**src/rtl/usart_csr_pkg.sv**
```systemverilog
package usart_csr_pkg;
  localparam int STAT_W   = 10;
  localparam int BYTE_W   = 8;
  localparam int RXNE_BIT = 5;
  localparam int TC_BIT   = 6;
  localparam int TXE_BIT  = 7;
  localparam int RXEN_BIT = 2;
  localparam int GEN_BIT  = 13;
  localparam logic [31:0] LOAD_MAX = 32'((1 << STAT_W) - 1);
  localparam logic [31:0] TX_LIMIT = 32'h0000_F000;
  localparam logic [STAT_W-1:0] STAT_RESET =
    STAT_W'((1 << TXE_BIT) | (1 << TC_BIT));
  localparam logic [STAT_W-1:0] IRQ_MASK =
    STAT_W'((1 << TXE_BIT) | (1 << TC_BIT) | (1 << RXNE_BIT));

  typedef enum logic [2:0] {
    SEL_STAT  = 3'd0,
    SEL_DATA  = 3'd1,
    SEL_RATE  = 3'd2,
    SEL_CTL1  = 3'd3,
    SEL_CTL2  = 3'd4,
    SEL_CTL3  = 3'd5,
    SEL_GUARD = 3'd6,
    SEL_NONE  = 3'd7
  } regSel_t;

  typedef struct packed {
    regSel_t sel;
    logic    wrEn;
    logic    rdEn;
    logic    txFire;
    logic    rdPop;
    logic    rxTake;
  } csrStrobes_t;
endpackage

```
**src/rtl/usart_csr_ctrl.sv**
```systemverilog
module usart_csr_ctrl
  import usart_csr_pkg::*;
#(
  parameter int ADDR_W = 10,
  parameter int DATA_W = 32
) (
  input  logic              busSel,
  input  logic              busWr,
  input  logic [ADDR_W-1:0] busAddr,
  input  logic [DATA_W-1:0] busWdata,
  input  logic              rxValid,
  input  logic              rxFull,
  input  logic              enGlobal,
  input  logic              enRx,
  output logic              rxReady,
  output csrStrobes_t       strobes
);
  localparam int IDX_W = ADDR_W - 2;
  localparam int NUM_REGS = 7;

  logic [IDX_W-1:0] wordIdx;
  regSel_t sel;

  assign wordIdx = busAddr[ADDR_W-1:2];

  always_comb begin
    if (wordIdx < IDX_W'(NUM_REGS)) sel = regSel_t'(wordIdx[2:0]);
    else                            sel = SEL_NONE;
  end

  assign rxReady = !rxFull;

  always_comb begin
    strobes.sel    = sel;
    strobes.wrEn   = busSel && busWr && (sel != SEL_NONE);
    strobes.rdEn   = busSel && !busWr;
    strobes.txFire = busSel && busWr && (sel == SEL_DATA) &&
                     (32'(busWdata) < TX_LIMIT);
    strobes.rdPop  = busSel && !busWr && (sel == SEL_DATA);
    strobes.rxTake = rxValid && !rxFull && enGlobal && enRx;
  end
endmodule

```
**src/rtl/usart_csr_dpath.sv**
```systemverilog
module usart_csr_dpath
  import usart_csr_pkg::*;
#(
  parameter int DATA_W = 32
) (
  input  logic                clk,
  input  logic                rstN,
  input  csrStrobes_t         strobes,
  input  logic [DATA_W-1:0]   busWdata,
  input  logic [BYTE_W-1:0]   rxData,
  output logic [DATA_W-1:0]   busRdata,
  output logic [STAT_W-1:0]   statusQ,
  output logic [DATA_W-1:0]   ctl1Q,
  output logic [BYTE_W-1:0]   dataQ,
  output logic                irqQ
);
  logic [DATA_W-1:0] rateQ, ctl2Q, ctl3Q, guardQ;
  logic [STAT_W-1:0] statusN;
  logic [DATA_W-1:0] ctl1N;
  logic [DATA_W-1:0] rdMux;

  always_comb begin
    statusN = statusQ;
    ctl1N   = ctl1Q;
    if (strobes.wrEn && strobes.sel == SEL_STAT) begin
      if (32'(busWdata) <= LOAD_MAX)
        statusN = busWdata[STAT_W-1:0] | STAT_W'(1 << TXE_BIT);
      else
        statusN = statusQ & busWdata[STAT_W-1:0];
    end
    if (strobes.wrEn && strobes.sel == SEL_CTL1) ctl1N = busWdata;
    if (strobes.txFire) statusN[TC_BIT]   = 1'b1;
    if (strobes.rdPop)  statusN[RXNE_BIT] = 1'b0;
    if (strobes.rxTake) statusN[RXNE_BIT] = 1'b1;
  end

  always_ff @(posedge clk) begin
    if (!rstN) begin
      statusQ <= STAT_RESET;
      ctl1Q   <= '0;
      dataQ   <= '0;
      rateQ   <= '0;
      ctl2Q   <= '0;
      ctl3Q   <= '0;
      guardQ  <= '0;
      irqQ    <= 1'b0;
    end else begin
      statusQ <= statusN;
      ctl1Q   <= ctl1N;
      irqQ    <= |(statusN & ctl1N[STAT_W-1:0] & IRQ_MASK);
      if (strobes.rxTake) dataQ <= rxData;
      if (strobes.wrEn) begin
        case (strobes.sel)
          SEL_RATE:  rateQ  <= busWdata;
          SEL_CTL2:  ctl2Q  <= busWdata;
          SEL_CTL3:  ctl3Q  <= busWdata;
          SEL_GUARD: guardQ <= busWdata;
          default: ;
        endcase
      end
    end
  end

  always_comb begin
    case (strobes.sel)
      SEL_STAT:  rdMux = DATA_W'(statusQ);
      SEL_DATA:  rdMux = DATA_W'(dataQ);
      SEL_RATE:  rdMux = rateQ;
      SEL_CTL1:  rdMux = ctl1Q;
      SEL_CTL2:  rdMux = ctl2Q;
      SEL_CTL3:  rdMux = ctl3Q;
      SEL_GUARD: rdMux = guardQ;
      default:   rdMux = '0;
    endcase
    busRdata = strobes.rdEn ? rdMux : '0;
  end
endmodule

```
**src/rtl/usart_csr_top.sv**
```systemverilog
module usart_csr_top
  import usart_csr_pkg::*;
#(
  parameter int ADDR_W = 10,
  parameter int DATA_W = 32
) (
  input  logic              clk,
  input  logic              rstN,
  input  logic              busSel,
  input  logic              busWr,
  input  logic [ADDR_W-1:0] busAddr,
  input  logic [DATA_W-1:0] busWdata,
  output logic [DATA_W-1:0] busRdata,
  input  logic              rxValid,
  input  logic [7:0]        rxData,
  output logic              rxReady,
  output logic              txValid,
  output logic [7:0]        txData,
  output logic              irq
);
  csrStrobes_t       strobes;
  logic [STAT_W-1:0] statusQ;
  logic [DATA_W-1:0] ctl1Q;
  logic [BYTE_W-1:0] dataQ;

  usart_csr_ctrl #(.ADDR_W(ADDR_W), .DATA_W(DATA_W)) u_ctrl (
    .busSel   (busSel),
    .busWr    (busWr),
    .busAddr  (busAddr),
    .busWdata (busWdata),
    .rxValid  (rxValid),
    .rxFull   (statusQ[RXNE_BIT]),
    .enGlobal (ctl1Q[GEN_BIT]),
    .enRx     (ctl1Q[RXEN_BIT]),
    .rxReady  (rxReady),
    .strobes  (strobes)
  );

  usart_csr_dpath #(.DATA_W(DATA_W)) u_dpath (
    .clk      (clk),
    .rstN     (rstN),
    .strobes  (strobes),
    .busWdata (busWdata),
    .rxData   (rxData),
    .busRdata (busRdata),
    .statusQ  (statusQ),
    .ctl1Q    (ctl1Q),
    .dataQ    (dataQ),
    .irqQ     (irq)
  );

  assign txValid = strobes.txFire;
  assign txData  = busWdata[7:0];
endmodule

```
**config.mk**
```make
export PLATFORM = sky130hd
export DESIGN_NAME = usart_csr_top
export DESIGN_NICKNAME = d
export VERILOG_FILES = /design/src/rtl/usart_csr_pkg.sv /design/src/rtl/usart_csr_ctrl.sv /design/src/rtl/usart_csr_dpath.sv /design/src/rtl/usart_csr_top.sv
export SDC_FILE = /design/constraint.sdc
export NUM_CORES = 1
export LEC_CHECK = 0
export BUFFER_PORTS_ARGS = -buffer_cell sky130_fd_sc_hd__buf_2
export CORE_ASPECT_RATIO = 1.1
export CORE_MARGIN = 2
export CORE_UTILIZATION = 53
export CTS_CLUSTER_SIZE = 10
export DETAILED_ROUTE_END_ITERATION = 16
export PLACE_DENSITY_LB_ADDON = 0.2
export RECOVER_POWER = 50
export SYNTH_ARGS = -nofsm -noshare
export SYNTH_HDL_FRONTEND = slang
export SYNTH_SLANG_ARGS = --single-unit
```
**constraint.sdc**
```tcl
create_clock -name clk -period 6.3 [get_ports clk]
set_input_delay 1.26 -clock clk [delete_from_list [all_inputs] [get_ports clk]]
set_output_delay 1.26 -clock clk [all_outputs]
set_load 0.05 [all_outputs]
```
==> summary by stage <==
CTS
The clock latency on the worst-skew pair is 440 ps. Once the clock tree was built, the resizer swapped 0 gates to a different size. The clock passes through at most 2 buffers. The clock transition time at the flip-flop clock pins of the worst setup and hold paths is 60 ps. The number of clock sinks is 179. The count of hold-fix buffers inserted at cts is 0. The setup fix buffers added after clock tree synthesis is 0. The clock tree from TritonCTS is done. The total CTS buffers is 17. CTS built an H-tree with a depth of 4. The cell sitting at the root of the clock tree is a sky130_fd_sc_hd__clkbuf_16.

STA
Setup violations remaining at the end of the flow were counted as 0. For the pin with the worst max-slew slack, the measured transition is approximately 3200 ps. Setup repair after global routing left no endpoint under its margin. Setup total negative slack on the finished layout was measured at 0 ps.

The worst-case clock skew is 5.505 ps. Measured against its own limit, the worst slew margin works out to -1.157. The final number of hold-violating endpoints is 0. Derived from the worst setup path, the maximum achievable clock frequency is 189.9 MHz.

The number of max-slew violations in the final report was 101. Dividing the final minimum period by the clock period gives 0.8360. The final period demand of the worst path is 5267 ps.

The worst hold slack is about 450 ps.

Synth
The post-synthesis sequential element count is 179. In this run, synthesis inferred 0 flip-flops with an integrated enable. The mapped netlist covers 0.007601 mm^2.

The number of nets in the synthesized netlist is 1038. The top-area cell type share of the netlist area is 0.4714. Among all cell types in the netlist, the one instantiated most often is sky130_fd_sc_hd__nand2_1. Ranked by total cell area, the synthesized netlist is headed by sky130_fd_sc_hd__dfxtp_1, sky130_fd_sc_hd__nand2_1, sky130_fd_sc_hd__a21oi_1. The number of instances in the synthesized netlist is 983. The Yosys step of the flow raised 0 warnings.

The mean post-synth cell area is 7.732 um^2. The top cell type by total area after synthesis is sky130_fd_sc_hd__dfxtp_1. In the synthesized netlist the async set-or-reset flop fraction comes to 0.

By count the netlist is led by sky130_fd_sc_hd__nand2_1, sky130_fd_sc_hd__a21oi_1, sky130_fd_sc_hd__dfxtp_1, sky130_fd_sc_hd__clkbuf_1, sky130_fd_sc_hd__a22oi_1. The fraction of the yosys area taken by sequential cells is 0.4714. The most common flop cell mapped by yosys is sky130_fd_sc_hd__dfxtp_1. Counting distinct cell types in the post-synthesis netlist gives 46.

Power
The design draws 2.274 mW. Of the total power, registers draw 0.498. The share of total power dissipated in the clock network is 0.460. The total power per unit cell area is 263.7 mW/mm^2. The leakage power of the design is 2.803 nW.

The cell-internal power is 1.722 mW. The share of total power dissipated in combinational logic is 0.042. The analysis attributes to net switching a power of 0.5520 mW.

The switching portion of total power is 0.2428. IR analysis of the VDD net gives a maximum drop of 0.1921 mV.

Drt
The via count is 7332. The wire length on met3 is approximately 1.8 mm. In the final routing, the length of wire on met1 measures 9.678 mm. The highest metal layer carrying signal wires in the routed design is met4. In this run the remaining antenna-violating nets after routing total 0. After detailed routing, the met2 layer carries 10.95 mm of wire. The remaining routing DRC violations is 0. After the first detailed-routing iteration, the DRC count stood at 1049. Dividing the detail-routed wire length by the instance count gives 18.70 um. The detail-routed via count per cell is about 6.0. The first-pass iteration count of the detailed router is 6. The routed design has 22.97 mm of wire.

Finish
The net count of the finished layout is 1082. The growth of design area from synthesis to finish is 13.45%. The antenna diode count is 0.

Excluding fillers, the count of instances in the completed layout stands at roughly 1200. The final design instance area without fill is about 0.0086 mm^2. Of the cells placed in the final design, the portion with a size suffix greater than 1 is 0.1471.

GRT
The total grt overflow is 0. Entering global routing, the biggest net connects 90 pins. The first global-routing pass estimated 35.97 mm of wire. The aggregate global-route resource usage is 0.2994. The initial antenna violation count was 0.

The number of global-route vias before repair came to 6837.

Worst setup path
The critical path goes through buf_2 -> or4_1 -> nor4_4 -> buf_4 -> a22oi_1 -> a21oi_1 -> buf_2. The endpoint arrival time on the critical path is 4010 ps. The type of the worst setup path is in -> out.

The kind of launch point of the worst setup path is a primary input. The cell type group with the largest total delay on the critical path is simple AND/OR/NAND/NOR gates. The largest stage delay on the critical path is 790 ps. The number of buffer and inverter stages on the critical path is 3. The largest fanout on the critical path is 16. The worst setup path is captured at a primary output. At the worst endpoint, the required time is 5040 ps.

The most numerous cell type found on the critical path is sky130_fd_sc_hd__buf_2. On the critical path, the stage with the largest delay is an instance of sky130_fd_sc_hd__or4_1.

Die
The top-level port count is 98. The initial cell density of the core is 0.5466. The core footprint is 0.01391 mm^2. The die span in y is roughly 130 um.

Measured along the x axis, the die boundary spans 118.2 um. The count of standard-cell rows is 45. The die covers 0.01532 mm^2.

Place
Port buffering added 95 buffers. The weighted congestion at the end of routability-driven global placement is 0.8631. The number of placed instances, taps included, is 1196. The standard cell area after detailed placement is 0.008093 mm^2. The sum of net half-perimeters after detailed placement is 13.46 mm.

Status
The flow ran to the end, but the final reports show violations. The final reports fail on max-capacitance violations, max-slew violations.

Worst hold path
The worst hold path belongs to the class reg -> reg.

Flow run
The max capacitance violation total is 2.
power by group through the flow:
stage,Clock [mW],Sequential [mW],Combinational [mW]
after detailed placement,0,1.16,0.0954
after global placement,0,1.16,0.0954
after floorplan,0,1.16,0.0501
after CTS,1.05,1.13,0.0956
after global routing,1.10,1.13,0.101
final,1.05,1.13,0.0956
placed cells by master, fill, tap and decap left out, types with 3 or more instances in the layout:
| cell | instances |
|---|---|
| sky130_fd_sc_hd__nand2_1 | 360 |
| sky130_fd_sc_hd__a21oi_1 | 194 |
| sky130_fd_sc_hd__dfxtp_1 | 179 |
| sky130_fd_sc_hd__buf_2 | 84 |
| sky130_fd_sc_hd__a22oi_1 | 36 |
| sky130_fd_sc_hd__a222oi_1 | 23 |
| sky130_fd_sc_hd__clkbuf_16 | 17 |
| sky130_fd_sc_hd__buf_4 | 16 |
| sky130_fd_sc_hd__mux2i_1 | 15 |
| sky130_fd_sc_hd__o21ai_0 | 13 |
| sky130_fd_sc_hd__clkbuf_1 | 12 |
| sky130_fd_sc_hd__nor4_1 | 8 |
| sky130_fd_sc_hd__o221a_2 | 7 |
| sky130_fd_sc_hd__inv_1 | 6 |
| sky130_fd_sc_hd__nor2_1 | 5 |
| sky130_fd_sc_hd__inv_6 | 5 |
| sky130_fd_sc_hd__nand4_1 | 4 |
| sky130_fd_sc_hd__and2_1 | 4 |
| sky130_fd_sc_hd__nand3_1 | 3 |
| sky130_fd_sc_hd__nor3_1 | 3 |
| sky130_fd_sc_hd__a31oi_1 | 3 |
| sky130_fd_sc_hd__clkinvlp_4 | 3 |
cell type report:
| class | instances | area (um^2) |
|---|---|---|
| fillers | 1279 | 5284 |
| multi-input cells | 710 | 3591 |
| flip-flops and latches | 179 | 3583 |
| repair buffers | 112 | 601.8 |
| clock buffers | 19 | 442.9 |
| well taps | 188 | 235.2 |
| clock inverters | 13 | 141.4 |
| inverters | 7 | 27.53 |
flip-flops by register name, indices dropped and copies added (netlist names), named ones only:
register and flops:
u_dpath.ctl2Q 32, u_dpath.ctl3Q 32, u_dpath.guardQ 32, u_dpath.rateQ 32, u_dpath.ctl1Q 27, u_dpath.dataQ 8
u_dpath.statusQ 5, u_dpath.irqQ 1
worst paths after layout:
kind / start / to / slack (ps) / depth (start not counted)
max: busAddr[7] / busRdata[0] / 1030 / 7
min: u_dpath.rateQ[5] / u_dpath.rateQ[5] / 450 / 2
max reg2reg: u_dpath.ctl1Q[13] / u_dpath.irqQ / 4740 / 5
min reg2reg: u_dpath.rateQ[5] / u_dpath.rateQ[5] / 450 / 2
per-stage QoR:
step / utilization / setup slack, ps
2_1_floorplan: - / 1420
3_3_place_gp: 0.5819 / 1313
3_5_place_dp: 0.5819 / 1301
4_1_cts: 0.6239 / 1294
5_1_grt: 0.6201 / 832.7
6_report: 0.6201 / 1033
metal layers:
metal / vias to the layer above / GRT usage
li1: 3462 / -
met1: 3490 / 0.3848
met2: 337 / 0.4900
met3: 43 / 0.06734
met4: 0 / 0.1247
met5: - / 0
cell families after synthesis:
group,Yosys count,share of synthesized area
compound gates,285,0.2255
buf+inv,94,0.05531
flops,179,0.4714
mux,17,0.02272
simple gates,408,0.2250
worst register-to-register path: cells and delay by family (launching register included):
family	cells	cell delay, ps
flops	1	430
compound gates	2	330
simple gates	3	700
No activity file was read; power rests on OpenSTA's default activity.
